===== config.mk =====
export PLATFORM = sky130hd
export DESIGN_NAME = tcmp_bank
export DESIGN_NICKNAME = d
export VERILOG_FILES = /design/src/rtl/tcmp_pkg.sv /design/src/rtl/tcmp_slot.sv /design/src/rtl/tcmp_pin.sv /design/src/rtl/tcmp_chan.sv /design/src/rtl/tcmp_bank.sv
export SDC_FILE = /design/constraint.sdc
export NUM_CORES = 1
export LEC_CHECK = 0
export CAP_MARGIN = 0
export CORE_MARGIN = 2
export CORE_UTILIZATION = 45
export CTS_CLUSTER_SIZE = 12
export DETAILED_ROUTE_END_ITERATION = 16
export GPL_TIMING_DRIVEN = 0
export PLACE_DENSITY = 0.64
export SYNTH_ARGS = -nofsm -noshare
export SYNTH_HDL_FRONTEND = slang
export SYNTH_HIERARCHICAL = 1
export SYNTH_SLANG_ARGS = --single-unit

===== constraint.sdc =====
create_clock -name clk -period 8.3 [get_ports clk]
set_clock_uncertainty 0.2 [all_clocks]
set_input_delay 2.075 -clock clk [delete_from_list [all_inputs] [get_ports clk]]
set_output_delay 2.075 -clock clk [all_outputs]
set_load 0.01 [all_outputs]

===== src/rtl/tcmp_pkg.sv =====
`timescale 1ns/1ps
package tcmp_pkg;

    localparam int MODE_W = 4;

    localparam logic [MODE_W-1:0] MODE_OFF    = 4'h0;
    localparam logic [MODE_W-1:0] MODE_TOGGLE = 4'h5;
    localparam logic [MODE_W-1:0] MODE_PULSE  = 4'hF;

    // control byte, most significant field first
    typedef struct packed {
        logic              flag;
        logic              irq_en;
        logic [MODE_W-1:0] mode;
        logic              rsvd;
        logic              dma_en;
    } ctrl_t;

    localparam int CTRL_W    = $bits(ctrl_t);
    localparam int FLAG_BIT  = 7;

    // true when target lies in the half-open step (prev, cur],
    // taking a counter wrap inside the step into account
    function automatic logic crossed(input logic [31:0] prev,
                                     input logic [31:0] cur,
                                     input logic [31:0] tgt,
                                     input logic        wrapped);
        if (wrapped)
            return (tgt > prev) || (tgt <= cur);
        else
            return (tgt > prev) && (tgt <= cur);
    endfunction

endpackage


===== src/rtl/tcmp_slot.sv =====
`timescale 1ns/1ps
module tcmp_slot #(
    parameter int CNT_W = 31
) (
    input  logic             clk,
    input  logic             rst,
    input  logic             disarm,
    input  logic             wr,
    input  logic [CNT_W-1:0] wdata,
    input  logic             enabled,
    input  logic [CNT_W-1:0] prev,
    input  logic [CNT_W-1:0] cur,
    input  logic             wrap,
    output logic             hit,
    output logic [CNT_W-1:0] act_o,
    output logic             armed_o
);
    import tcmp_pkg::*;

    logic [CNT_W-1:0] act_q, act_n;
    logic [CNT_W-1:0] que_q, que_n;
    logic             av_q, av_n;
    logic             qv_q, qv_n;

    assign hit = av_q && enabled &&
                 crossed(32'(prev), 32'(cur), 32'(act_q), wrap);

    always_comb begin
        act_n = act_q;
        que_n = que_q;
        av_n  = av_q;
        qv_n  = qv_q;
        if (hit) begin
            if (qv_q) begin
                act_n = que_q;
                qv_n  = 1'b0;
            end else begin
                av_n  = 1'b0;
            end
        end
        if (disarm) begin
            av_n = 1'b0;
            qv_n = 1'b0;
        end
        if (wr) begin
            if (!av_n) begin
                act_n = wdata;
                av_n  = 1'b1;
            end else begin
                que_n = wdata;
                qv_n  = 1'b1;
            end
        end
    end

    always_ff @(posedge clk) begin
        if (rst) begin
            act_q <= '0;
            que_q <= '0;
            av_q  <= 1'b0;
            qv_q  <= 1'b0;
        end else begin
            act_q <= act_n;
            que_q <= que_n;
            av_q  <= av_n;
            qv_q  <= qv_n;
        end
    end

    assign act_o   = act_q;
    assign armed_o = av_q;

    // queued value becomes active on a match, queue empties
    a_r6_promote: assert property (@(posedge clk) disable iff (rst)
        (hit && qv_q && !wr && !disarm) |=> (act_q == $past(que_q)) && !qv_q);

    // match with empty queue leaves the slot disarmed
    a_r6_idle: assert property (@(posedge clk) disable iff (rst)
        (hit && !qv_q && !wr) |=> !av_q);

    // first write into a disarmed slot arms it with that value
    a_r4_first_arm: assert property (@(posedge clk) disable iff (rst)
        (!av_q && wr && !disarm) |=> av_q && (act_q == $past(wdata)));

    // no match without an enabled mode
    a_r5_need_mode: assert property (@(posedge clk) disable iff (rst)
        !enabled |-> !hit);

endmodule


===== src/rtl/tcmp_pin.sv =====
`timescale 1ns/1ps
module tcmp_pin #(
    parameter int PULSE_LEN = 4
) (
    input  logic                      clk,
    input  logic                      rst,
    input  logic [tcmp_pkg::MODE_W-1:0] mode,
    input  logic                      hit,
    input  logic                      cfg_wr,
    input  logic                      clr,
    output logic                      pin_o
);
    import tcmp_pkg::*;

    localparam int PW = $clog2(PULSE_LEN + 1);

    logic          tog_q;
    logic [PW-1:0] pls_q;

    always_ff @(posedge clk) begin
        if (rst || clr) begin
            tog_q <= 1'b0;
            pls_q <= '0;
        end else if (hit) begin
            tog_q <= ~tog_q;
            pls_q <= PW'(PULSE_LEN);
        end else if (pls_q != '0) begin
            pls_q <= pls_q - 1'b1;
        end
    end

    always_comb begin
        unique case (mode)
            MODE_TOGGLE: pin_o = tog_q;
            MODE_PULSE:  pin_o = (pls_q != '0);
            default:     pin_o = 1'b0;
        endcase
    end

    // toggle mode flips the pin on each match
    a_r7_toggle: assert property (@(posedge clk) disable iff (rst)
        (hit && mode == MODE_TOGGLE && !cfg_wr) |=> (pin_o != $past(pin_o)));

    // pulse mode drives the pin high after a match
    a_r8_pulse_high: assert property (@(posedge clk) disable iff (rst)
        (hit && mode == MODE_PULSE && !cfg_wr) |=> pin_o);

    // disabling pulls the pin low
    a_r10_off_low: assert property (@(posedge clk) disable iff (rst)
        clr |=> !pin_o);

endmodule


===== src/rtl/tcmp_chan.sv =====
`timescale 1ns/1ps
module tcmp_chan #(
    parameter int CNT_W     = 31,
    parameter int PULSE_LEN = 4
) (
    input  logic                        clk,
    input  logic                        rst,
    input  logic                        wr_ctrl,
    input  logic                        wr_cmp,
    input  logic [tcmp_pkg::CTRL_W-1:0] wbyte,
    input  logic [CNT_W-1:0]            wcmp,
    input  logic [CNT_W-1:0]            prev,
    input  logic [CNT_W-1:0]            cur,
    input  logic                        wrap,
    output logic [tcmp_pkg::CTRL_W-1:0] ctrl_rd,
    output logic [CNT_W-1:0]            cmp_rd,
    output logic                        flag_o,
    output logic                        irq_req,
    output logic                        dma_req,
    output logic                        pin_o
);
    import tcmp_pkg::*;

    ctrl_t ctrl_q, ctrl_n, wr_c;
    logic  hit;
    logic  disarm;
    logic  armed;

    assign wr_c   = ctrl_t'(wbyte);
    assign disarm = wr_ctrl && (wr_c.mode == MODE_OFF);

    always_comb begin
        ctrl_n = ctrl_q;
        if (wr_ctrl) begin
            ctrl_n.dma_en = wr_c.dma_en;
            ctrl_n.mode   = wr_c.mode;
            ctrl_n.irq_en = wr_c.irq_en;
            if (wr_c.flag)
                ctrl_n.flag = 1'b0;
        end
        if (hit)
            ctrl_n.flag = 1'b1;
        ctrl_n.rsvd = 1'b0;
    end

    always_ff @(posedge clk) begin
        if (rst)
            ctrl_q <= '0;
        else
            ctrl_q <= ctrl_n;
    end

    tcmp_slot #(.CNT_W(CNT_W)) slot_i (
        .clk     (clk),
        .rst     (rst),
        .disarm  (disarm),
        .wr      (wr_cmp),
        .wdata   (wcmp),
        .enabled (ctrl_q.mode != MODE_OFF),
        .prev    (prev),
        .cur     (cur),
        .wrap    (wrap),
        .hit     (hit),
        .act_o   (cmp_rd),
        .armed_o (armed)
    );

    tcmp_pin #(.PULSE_LEN(PULSE_LEN)) pin_i (
        .clk    (clk),
        .rst    (rst),
        .mode   (ctrl_q.mode),
        .hit    (hit),
        .cfg_wr (wr_ctrl),
        .clr    (disarm),
        .pin_o  (pin_o)
    );

    assign ctrl_rd = ctrl_q;
    assign flag_o  = ctrl_q.flag;
    assign irq_req = ctrl_q.flag && ctrl_q.irq_en;
    assign dma_req = ctrl_q.flag && ctrl_q.dma_en;

    // flag holds unless cleared by a write of one
    a_r3_flag_sticky: assert property (@(posedge clk) disable iff (rst)
        (ctrl_q.flag && !(wr_ctrl && wbyte[FLAG_BIT])) |=> ctrl_q.flag);

    // a match always leaves the flag set
    a_r5_match_flag: assert property (@(posedge clk) disable iff (rst)
        hit |=> ctrl_q.flag);

    // disabling leaves nothing armed
    a_r10_disarmed: assert property (@(posedge clk) disable iff (rst)
        (disarm && !wr_cmp) |=> !armed);

endmodule


===== src/rtl/tcmp_bank.sv =====
`timescale 1ns/1ps
module tcmp_bank #(
    parameter int NCH       = 4,
    parameter int CNT_W     = 31,
    parameter int PULSE_LEN = 4,
    parameter int ADDR_W    = 12,
    parameter int DATA_W    = 32,
    parameter int STAT_ADDR = 'h604,
    parameter int CH_BASE   = 'h608,
    parameter int CH_STRIDE = 8
) (
    input  logic              clk,
    input  logic              rst,
    input  logic [CNT_W-1:0]  cnt_i,
    input  logic              wrap_i,
    input  logic [ADDR_W-1:0] reg_addr,
    input  logic              reg_wr,
    input  logic [DATA_W-1:0] reg_wdata,
    output logic [DATA_W-1:0] reg_rdata,
    output logic [NCH-1:0]    pin_o,
    output logic [NCH-1:0]    flag_o,
    output logic [NCH-1:0]    dma_req_o,
    output logic              irq_o
);
    import tcmp_pkg::*;

    localparam int CMP_OFF = 4;
    localparam logic [ADDR_W-1:0] A_STAT = ADDR_W'(STAT_ADDR);

    logic [CNT_W-1:0]  prev_q;
    logic [NCH-1:0]    irq_vec;
    logic [CTRL_W-1:0] ctrl_rd [NCH];
    logic [CNT_W-1:0]  cmp_rd  [NCH];
    logic [NCH-1:0]    hit_ctrl;
    logic [NCH-1:0]    hit_cmp;
    logic              unused_wdata;

    assign unused_wdata = ^reg_wdata;

    always_ff @(posedge clk) begin
        if (rst)
            prev_q <= '0;
        else
            prev_q <= cnt_i;
    end

    for (genvar n = 0; n < NCH; n++) begin : g_ch
        localparam logic [ADDR_W-1:0] A_CTRL = ADDR_W'(CH_BASE + n * CH_STRIDE);
        localparam logic [ADDR_W-1:0] A_CMP  = ADDR_W'(CH_BASE + n * CH_STRIDE + CMP_OFF);

        assign hit_ctrl[n] = (reg_addr == A_CTRL);
        assign hit_cmp[n]  = (reg_addr == A_CMP);

        tcmp_chan #(.CNT_W(CNT_W), .PULSE_LEN(PULSE_LEN)) chan_i (
            .clk     (clk),
            .rst     (rst),
            .wr_ctrl (reg_wr && hit_ctrl[n]),
            .wr_cmp  (reg_wr && hit_cmp[n]),
            .wbyte   (reg_wdata[CTRL_W-1:0]),
            .wcmp    (reg_wdata[CNT_W-1:0]),
            .prev    (prev_q),
            .cur     (cnt_i),
            .wrap    (wrap_i),
            .ctrl_rd (ctrl_rd[n]),
            .cmp_rd  (cmp_rd[n]),
            .flag_o  (flag_o[n]),
            .irq_req (irq_vec[n]),
            .dma_req (dma_req_o[n]),
            .pin_o   (pin_o[n])
        );
    end

    always_comb begin
        reg_rdata = '0;
        if (reg_addr == A_STAT)
            reg_rdata[NCH-1:0] = flag_o;
        for (int n = 0; n < NCH; n++) begin
            if (hit_ctrl[n])
                reg_rdata = DATA_W'(ctrl_rd[n]);
            if (hit_cmp[n])
                reg_rdata = DATA_W'(cmp_rd[n]);
        end
    end

    assign irq_o = |irq_vec;

    // no interrupt while every flag is clear
    a_r9_irq_quiet: assert property (@(posedge clk) disable iff (rst)
        !(|flag_o) |-> !irq_o);

    // DMA request only from a flagged channel
    a_r9_dma_flag: assert property (@(posedge clk) disable iff (rst)
        (dma_req_o & ~flag_o) == '0);

    // reset leaves all outputs quiet
    a_r1_reset_quiet: assert property (@(posedge clk)
        rst |=> (pin_o == '0) && (flag_o == '0) && !irq_o);

endmodule


==> impl_metrics.prom <==
# TYPE chip_impl_metric gauge
chip_impl_info{name="outcome",value="finished, final reports clean"} 1
chip_impl_metric{name="grtUsageMet3",unit=""} 0.0551
chip_impl_metric{name="power.share.sequential",unit=""} 0.435
chip_impl_metric{name="vdd.ir_drop.worst",unit="mV"} 0.131
chip_impl_info{name="grt_most_used_layer",value="met2"} 1
chip_impl_metric{name="number_of_antenna_violations_at_the_first_check_in_global_routing",unit=""} 0
chip_impl_metric{name="vias",unit=""} 19800
chip_impl_metric{name="max_cap_viol_count",unit=""} 0
chip_impl_metric{name="die-area",unit="sq mm"} 0.0507
chip_impl_metric{name="route.detailed.drc",unit=""} 0
chip_impl_metric{name="yosys_warnings",unit=""} 6
chip_impl_metric{name="netlist-cell-type-count",unit=""} 73
chip_impl_metric{name="async_flop_share",unit=""} 0
chip_impl_metric{name="core-area",unit="sq mm"} 0.0486
chip_impl_metric{name="worst_slew_margin_rel",unit=""} 0.0334
chip_impl_metric{name="final_net_count",unit=""} 2962
chip_impl_metric{name="register_area",unit="sq mm"} 0.00663
chip_impl_metric{name="ctsHtreeMaxLevel",unit=""} 2
chip_impl_metric{name="floorplan.die.height",unit="um"} 225
chip_impl_metric{name="met2_track_demand_over_resource_in_global_routing",unit=""} 0.494
chip_impl_metric{name="cp_max_fo",unit=""} 10
chip_impl_info{name="setup.worst_path.start_class",value="input pin"} 1
chip_impl_metric{name="worst_setup_hold_path_clk_slew",unit="ns"} 0.06
chip_impl_info{name="timing.setup.critical_path_class",value="in -> out"} 1
chip_impl_metric{name="tritoncts.num_buffers",unit=""} 38
chip_impl_metric{name="gpl_wtd_cong",unit=""} 0.955
chip_impl_info{name="worst_hold_path_type",value="reg -> reg"} 1
chip_impl_metric{name="antennaDiodeCount",unit=""} 0
chip_impl_metric{name="drt-pass1-iter-count",unit=""} 8
chip_impl_info{name="grt_setup_unrepaired",value="false"} 1
chip_impl_metric{name="port_buffers",unit=""} 120
chip_impl_metric{name="synthesis.instances",unit=""} 2462
chip_impl_metric{name="yosysSeqAreaShare",unit=""} 0.301
chip_impl_metric{name="yosys-mux-area-fraction",unit=""} 0.115
chip_impl_metric{name="power.density",unit="mW/mm^2"} 149
chip_impl_metric{name="tritoncts_num_sinks",unit=""} 331
chip_impl_metric{name="placement_rows",unit=""} 81
chip_impl_metric{name="syn_nets",unit=""} 2801
chip_impl_metric{name="cp.arrival",unit="ns"} 5.19
chip_impl_info{name="cts_tree",value="yes"} 1
chip_impl_metric{name="effective_utilization_at_floorplan",unit=""} 0.452
chip_impl_metric{name="first_global_vias",unit=""} 19500
chip_impl_metric{name="synth_enable_flop_cells",unit=""} 0
chip_impl_metric{name="fp.dieW",unit="um"} 225
chip_impl_metric{name="power.combinational.fraction",unit=""} 0.112
chip_impl_metric{name="power_report.internal_total",unit="mW"} 2.76
chip_impl_metric{name="worstPathRequired",unit="ns"} 6.03
chip_impl_metric{name="synthSimpleGateAreaFrac",unit=""} 0.151
chip_impl_info{name="cts_root_buf",value="sky130_fd_sc_hd__clkbuf_16"} 1
chip_impl_metric{name="postCtsSetupBuffers",unit=""} 0
chip_impl_metric{name="cts_repair_resized_insts",unit=""} 0
chip_impl_metric{name="post_cts_hold_buffer_count",unit=""} 0
chip_impl_metric{name="final.hold.worst_slack",unit="ns"} 0.277
chip_impl_info{name="endpoint_kind",value="primary output"} 1
chip_impl_metric{name="power_switching_share",unit=""} 0.266
chip_impl_metric{name="multi_input_comb_area",unit="sq mm"} 0.0136
chip_impl_metric{name="max_slew.worst_pin.slew",unit="ns"} 1.44
chip_impl_metric{name="global_route.overflow_total",unit=""} 0
chip_impl_metric{name="groute.usage.overall",unit=""} 0.318
chip_impl_metric{name="clock_power_share",unit=""} 0.454
chip_impl_metric{name="final.fill_count",unit=""} 4545
chip_impl_metric{name="ctsLongestPathBuffers",unit=""} 3
chip_impl_metric{name="ys_ff_latch",unit=""} 331
chip_impl_metric{name="synthXorXnorAreaFrac",unit=""} 0.00318
chip_impl_metric{name="hold_viol",unit=""} 0
chip_impl_metric{name="final.min_clock_period",unit="ns"} 7.46
chip_impl_metric{name="finalCoreUtilization",unit=""} 0.519
chip_impl_metric{name="synth_adder_area_share",unit=""} 0.149
chip_impl_metric{name="final_cell_area",unit="sq mm"} 0.0253
chip_impl_metric{name="detailedRoute.firstIterationViolations",unit=""} 1951
chip_impl_metric{name="vias_per_cell",unit=""} 6.06
chip_impl_metric{name="totalNegativeSetupSlack",unit="ns"} 0
chip_impl_metric{name="synthesis.area_per_instance",unit="sq um"} 8.94
chip_impl_metric{name="switching_power_of_the_nets",unit="mW"} 1.00
chip_impl_metric{name="worstSkewPairLatency",unit="ns"} 0.57
chip_impl_info{name="main_combinational_cell_family_by_area_after_synthesis",value="compound AO/OA/AOI/OAI gates"} 1
chip_impl_metric{name="final-max-slew-violation-count",unit=""} 0
chip_impl_metric{name="route.final.wire_length",unit="um"} 81400
chip_impl_metric{name="final.period_utilization",unit=""} 0.899
chip_impl_metric{name="placed_area",unit="sq mm"} 0.0240
chip_impl_metric{name="dp_slack",unit="ns"} 0.877
chip_impl_metric{name="leakage",unit="nW"} 10.8
chip_impl_metric{name="area_growth_syn_to_layout",unit="%"} 14.7
chip_impl_metric{name="setup-violations-final",unit=""} 0
chip_impl_metric{name="grt_first_pass_wirelength",unit="um"} 121000
chip_impl_metric{name="final.setup.worst_slack",unit="ns"} 0.839
chip_impl_metric{name="io_pins",unit=""} 124
chip_impl_info{name="synth_top_flop_cell",value="sky130_fd_sc_hd__dfxtp_1"} 1
chip_impl_metric{name="place_hpwl",unit="um"} 62300
chip_impl_metric{name="wire_per_inst",unit="um"} 24.9
chip_impl_metric{name="ant_nets",unit=""} 0
chip_impl_metric{name="synth_compound_gate_area_share",unit=""} 0.197
chip_impl_metric{name="mappedNetlistArea",unit="sq mm"} 0.0220
chip_impl_metric{name="share_of_layout_cells_above_drive_strength_1",unit=""} 0.111
chip_impl_metric{name="fmax",unit="GHz"} 0.134
chip_impl_metric{name="grt_start_max_net_pins",unit=""} 38
chip_impl_metric{name="grt_util_met1",unit=""} 0.417
[cells in the final DEF, fill, tap and decap left out, types with 40 or more instances in the layout]
cell type	n
sky130_fd_sc_hd__ha_1	260
sky130_fd_sc_hd__clkbuf_1	67
sky130_fd_sc_hd__nand2_1	60
sky130_fd_sc_hd__inv_1	278
sky130_fd_sc_hd__dfxtp_1	331
sky130_fd_sc_hd__clkdlybuf4s50_1	119
sky130_fd_sc_hd__nand4_1	47
sky130_fd_sc_hd__a21oi_1	129
sky130_fd_sc_hd__nor2_1	320
sky130_fd_sc_hd__nand3_1	73
sky130_fd_sc_hd__o21ai_0	74
sky130_fd_sc_hd__mux2i_1	248
sky130_fd_sc_hd__a221oi_2	90
sky130_fd_sc_hd__nor2b_1	40
[cells by family (layout without fill, tap and decap cells)]
| group | after synthesis | in the layout |
|---|---|---|
| XOR/XNOR | 8 | 8 |
| AO/OA/AOI/OAI | 509 | 509 |
| AND/OR/NAND/NOR | 677 | 677 |
| buffers and inverters | 416 | 605 |
| multiplexers | 253 | 253 |
| flip-flops | 331 | 331 |
| adder cells (fa/ha/maj) | 263 | 263 |
| other | 5 | 5 |
[synth_stat cells (11+ instances only)]
cell type                  instances  area (sq um)
sky130_fd_sc_hd__o21ai_0          74           370
sky130_fd_sc_hd__buf_4            21           158
sky130_fd_sc_hd__mux2i_1         248          2480
sky130_fd_sc_hd__and2_1           16           100
sky130_fd_sc_hd__nand2_1          60           225
sky130_fd_sc_hd__a22oi_1          11          82.6
sky130_fd_sc_hd__a221oi_2         90          1350
sky130_fd_sc_hd__nand3b_1         15           113
sky130_fd_sc_hd__a211oi_2         31           388
sky130_fd_sc_hd__buf_2            38           190
sky130_fd_sc_hd__nor2b_1          40           250
sky130_fd_sc_hd__a21o_1           21           158
sky130_fd_sc_hd__nor3_1           25           125
sky130_fd_sc_hd__nand2b_1         16           100
sky130_fd_sc_hd__a21oi_1         129           646
sky130_fd_sc_hd__ha_1            260          3250
sky130_fd_sc_hd__nor2_1          320          1200
sky130_fd_sc_hd__a211oi_1         23           173
sky130_fd_sc_hd__nor4_1           20           125
sky130_fd_sc_hd__nand4_1          47           294
sky130_fd_sc_hd__a222oi_1         23           230
sky130_fd_sc_hd__a22o_1           24           210
sky130_fd_sc_hd__buf_6            17           191
sky130_fd_sc_hd__dfxtp_1         331          6630
sky130_fd_sc_hd__nand3_1          73           365
sky130_fd_sc_hd__inv_1           278          1040
sky130_fd_sc_hd__clkbuf_1         57           214
[layer usage]
layer | wire [um] | part of all wire
met3 | 6460 | 0.079
met2 | 35700 | 0.44
met1 | 34300 | 0.42
met4 | 4970 | 0.061
met5 | 0 | 0
[final timing paths]
path | startpoint | end | slack, ns | cells past startpoint
setup / recovery | reg_addr[2] | reg_rdata[19] | 0.84 | 7
hold / removal | g_ch[3].chan_i/slot_i/que_q[10] | g_ch[3].chan_i/slot_i/que_q[10] | 0.28 | 2
setup reg to reg | g_ch[1].chan_i/slot_i/act_o[30] | g_ch[1].chan_i/slot_i/act_o[5] | 2.97 | 9
hold reg to reg | g_ch[3].chan_i/slot_i/que_q[10] | g_ch[3].chan_i/slot_i/que_q[10] | 0.28 | 2
[power by group through the flow]
stage	logic [mW]	clock network [mW]	registers, mW
3_5_place_dp	0.410	0	1.67
4_1_cts	0.413	1.73	1.63
6_report	0.419	1.71	1.63
2_1_floorplan	0.243	0	1.66
3_3_place_gp	0.389	0	1.67
5_1_grt	0.459	1.78	1.64
[area by class of cell]
class	instances	share of cell area
repair buffers	121	0.0482
flip-flops and latches	331	0.262
multi-input cells	1715	0.538
well taps	622	0.0308
inverters	278	0.0413
clock buffers	56	0.0440
plain buffers	138	0.0306
clock inverters	12	0.00481
[critical path: stages]
cell and delay, ns:
sky130_fd_sc_hd__clkdlybuf4s50_1 0.57, sky130_fd_sc_hd__buf_2 0.27, sky130_fd_sc_hd__clkbuf_1 0.50, sky130_fd_sc_hd__clkbuf_1 0.79, sky130_fd_sc_hd__a222oi_1 0.17, sky130_fd_sc_hd__nor2_1 0.22, sky130_fd_sc_hd__clkdlybuf4s50_1 0.58
[metrics by stage]
stage,instances,power (mW)
final,3273,3.76
after CTS,3273,3.77
after floorplan,2462,1.90
after global routing,3273,3.88
after detailed placement,3205,2.08
after global placement,3204,2.06
[state kept, by name, indices dropped and copies added, names as in the netlist]
register	count
g_ch.chan_i/slot_i/act_o	124
g_ch.chan_i/slot_i/qv_q	4
prev_q	31
g_ch.chan_i/pin_i/tog_q	4
g_ch.chan_i/slot_i/que_q	124
g_ch.chan_i/ctrl_rd	24
g_ch.chan_i/slot_i/armed_o	4
g_ch.chan_i/flag_o	4
g_ch.chan_i/pin_i/pls_q	12
Power figures use the tool's default switching activity.
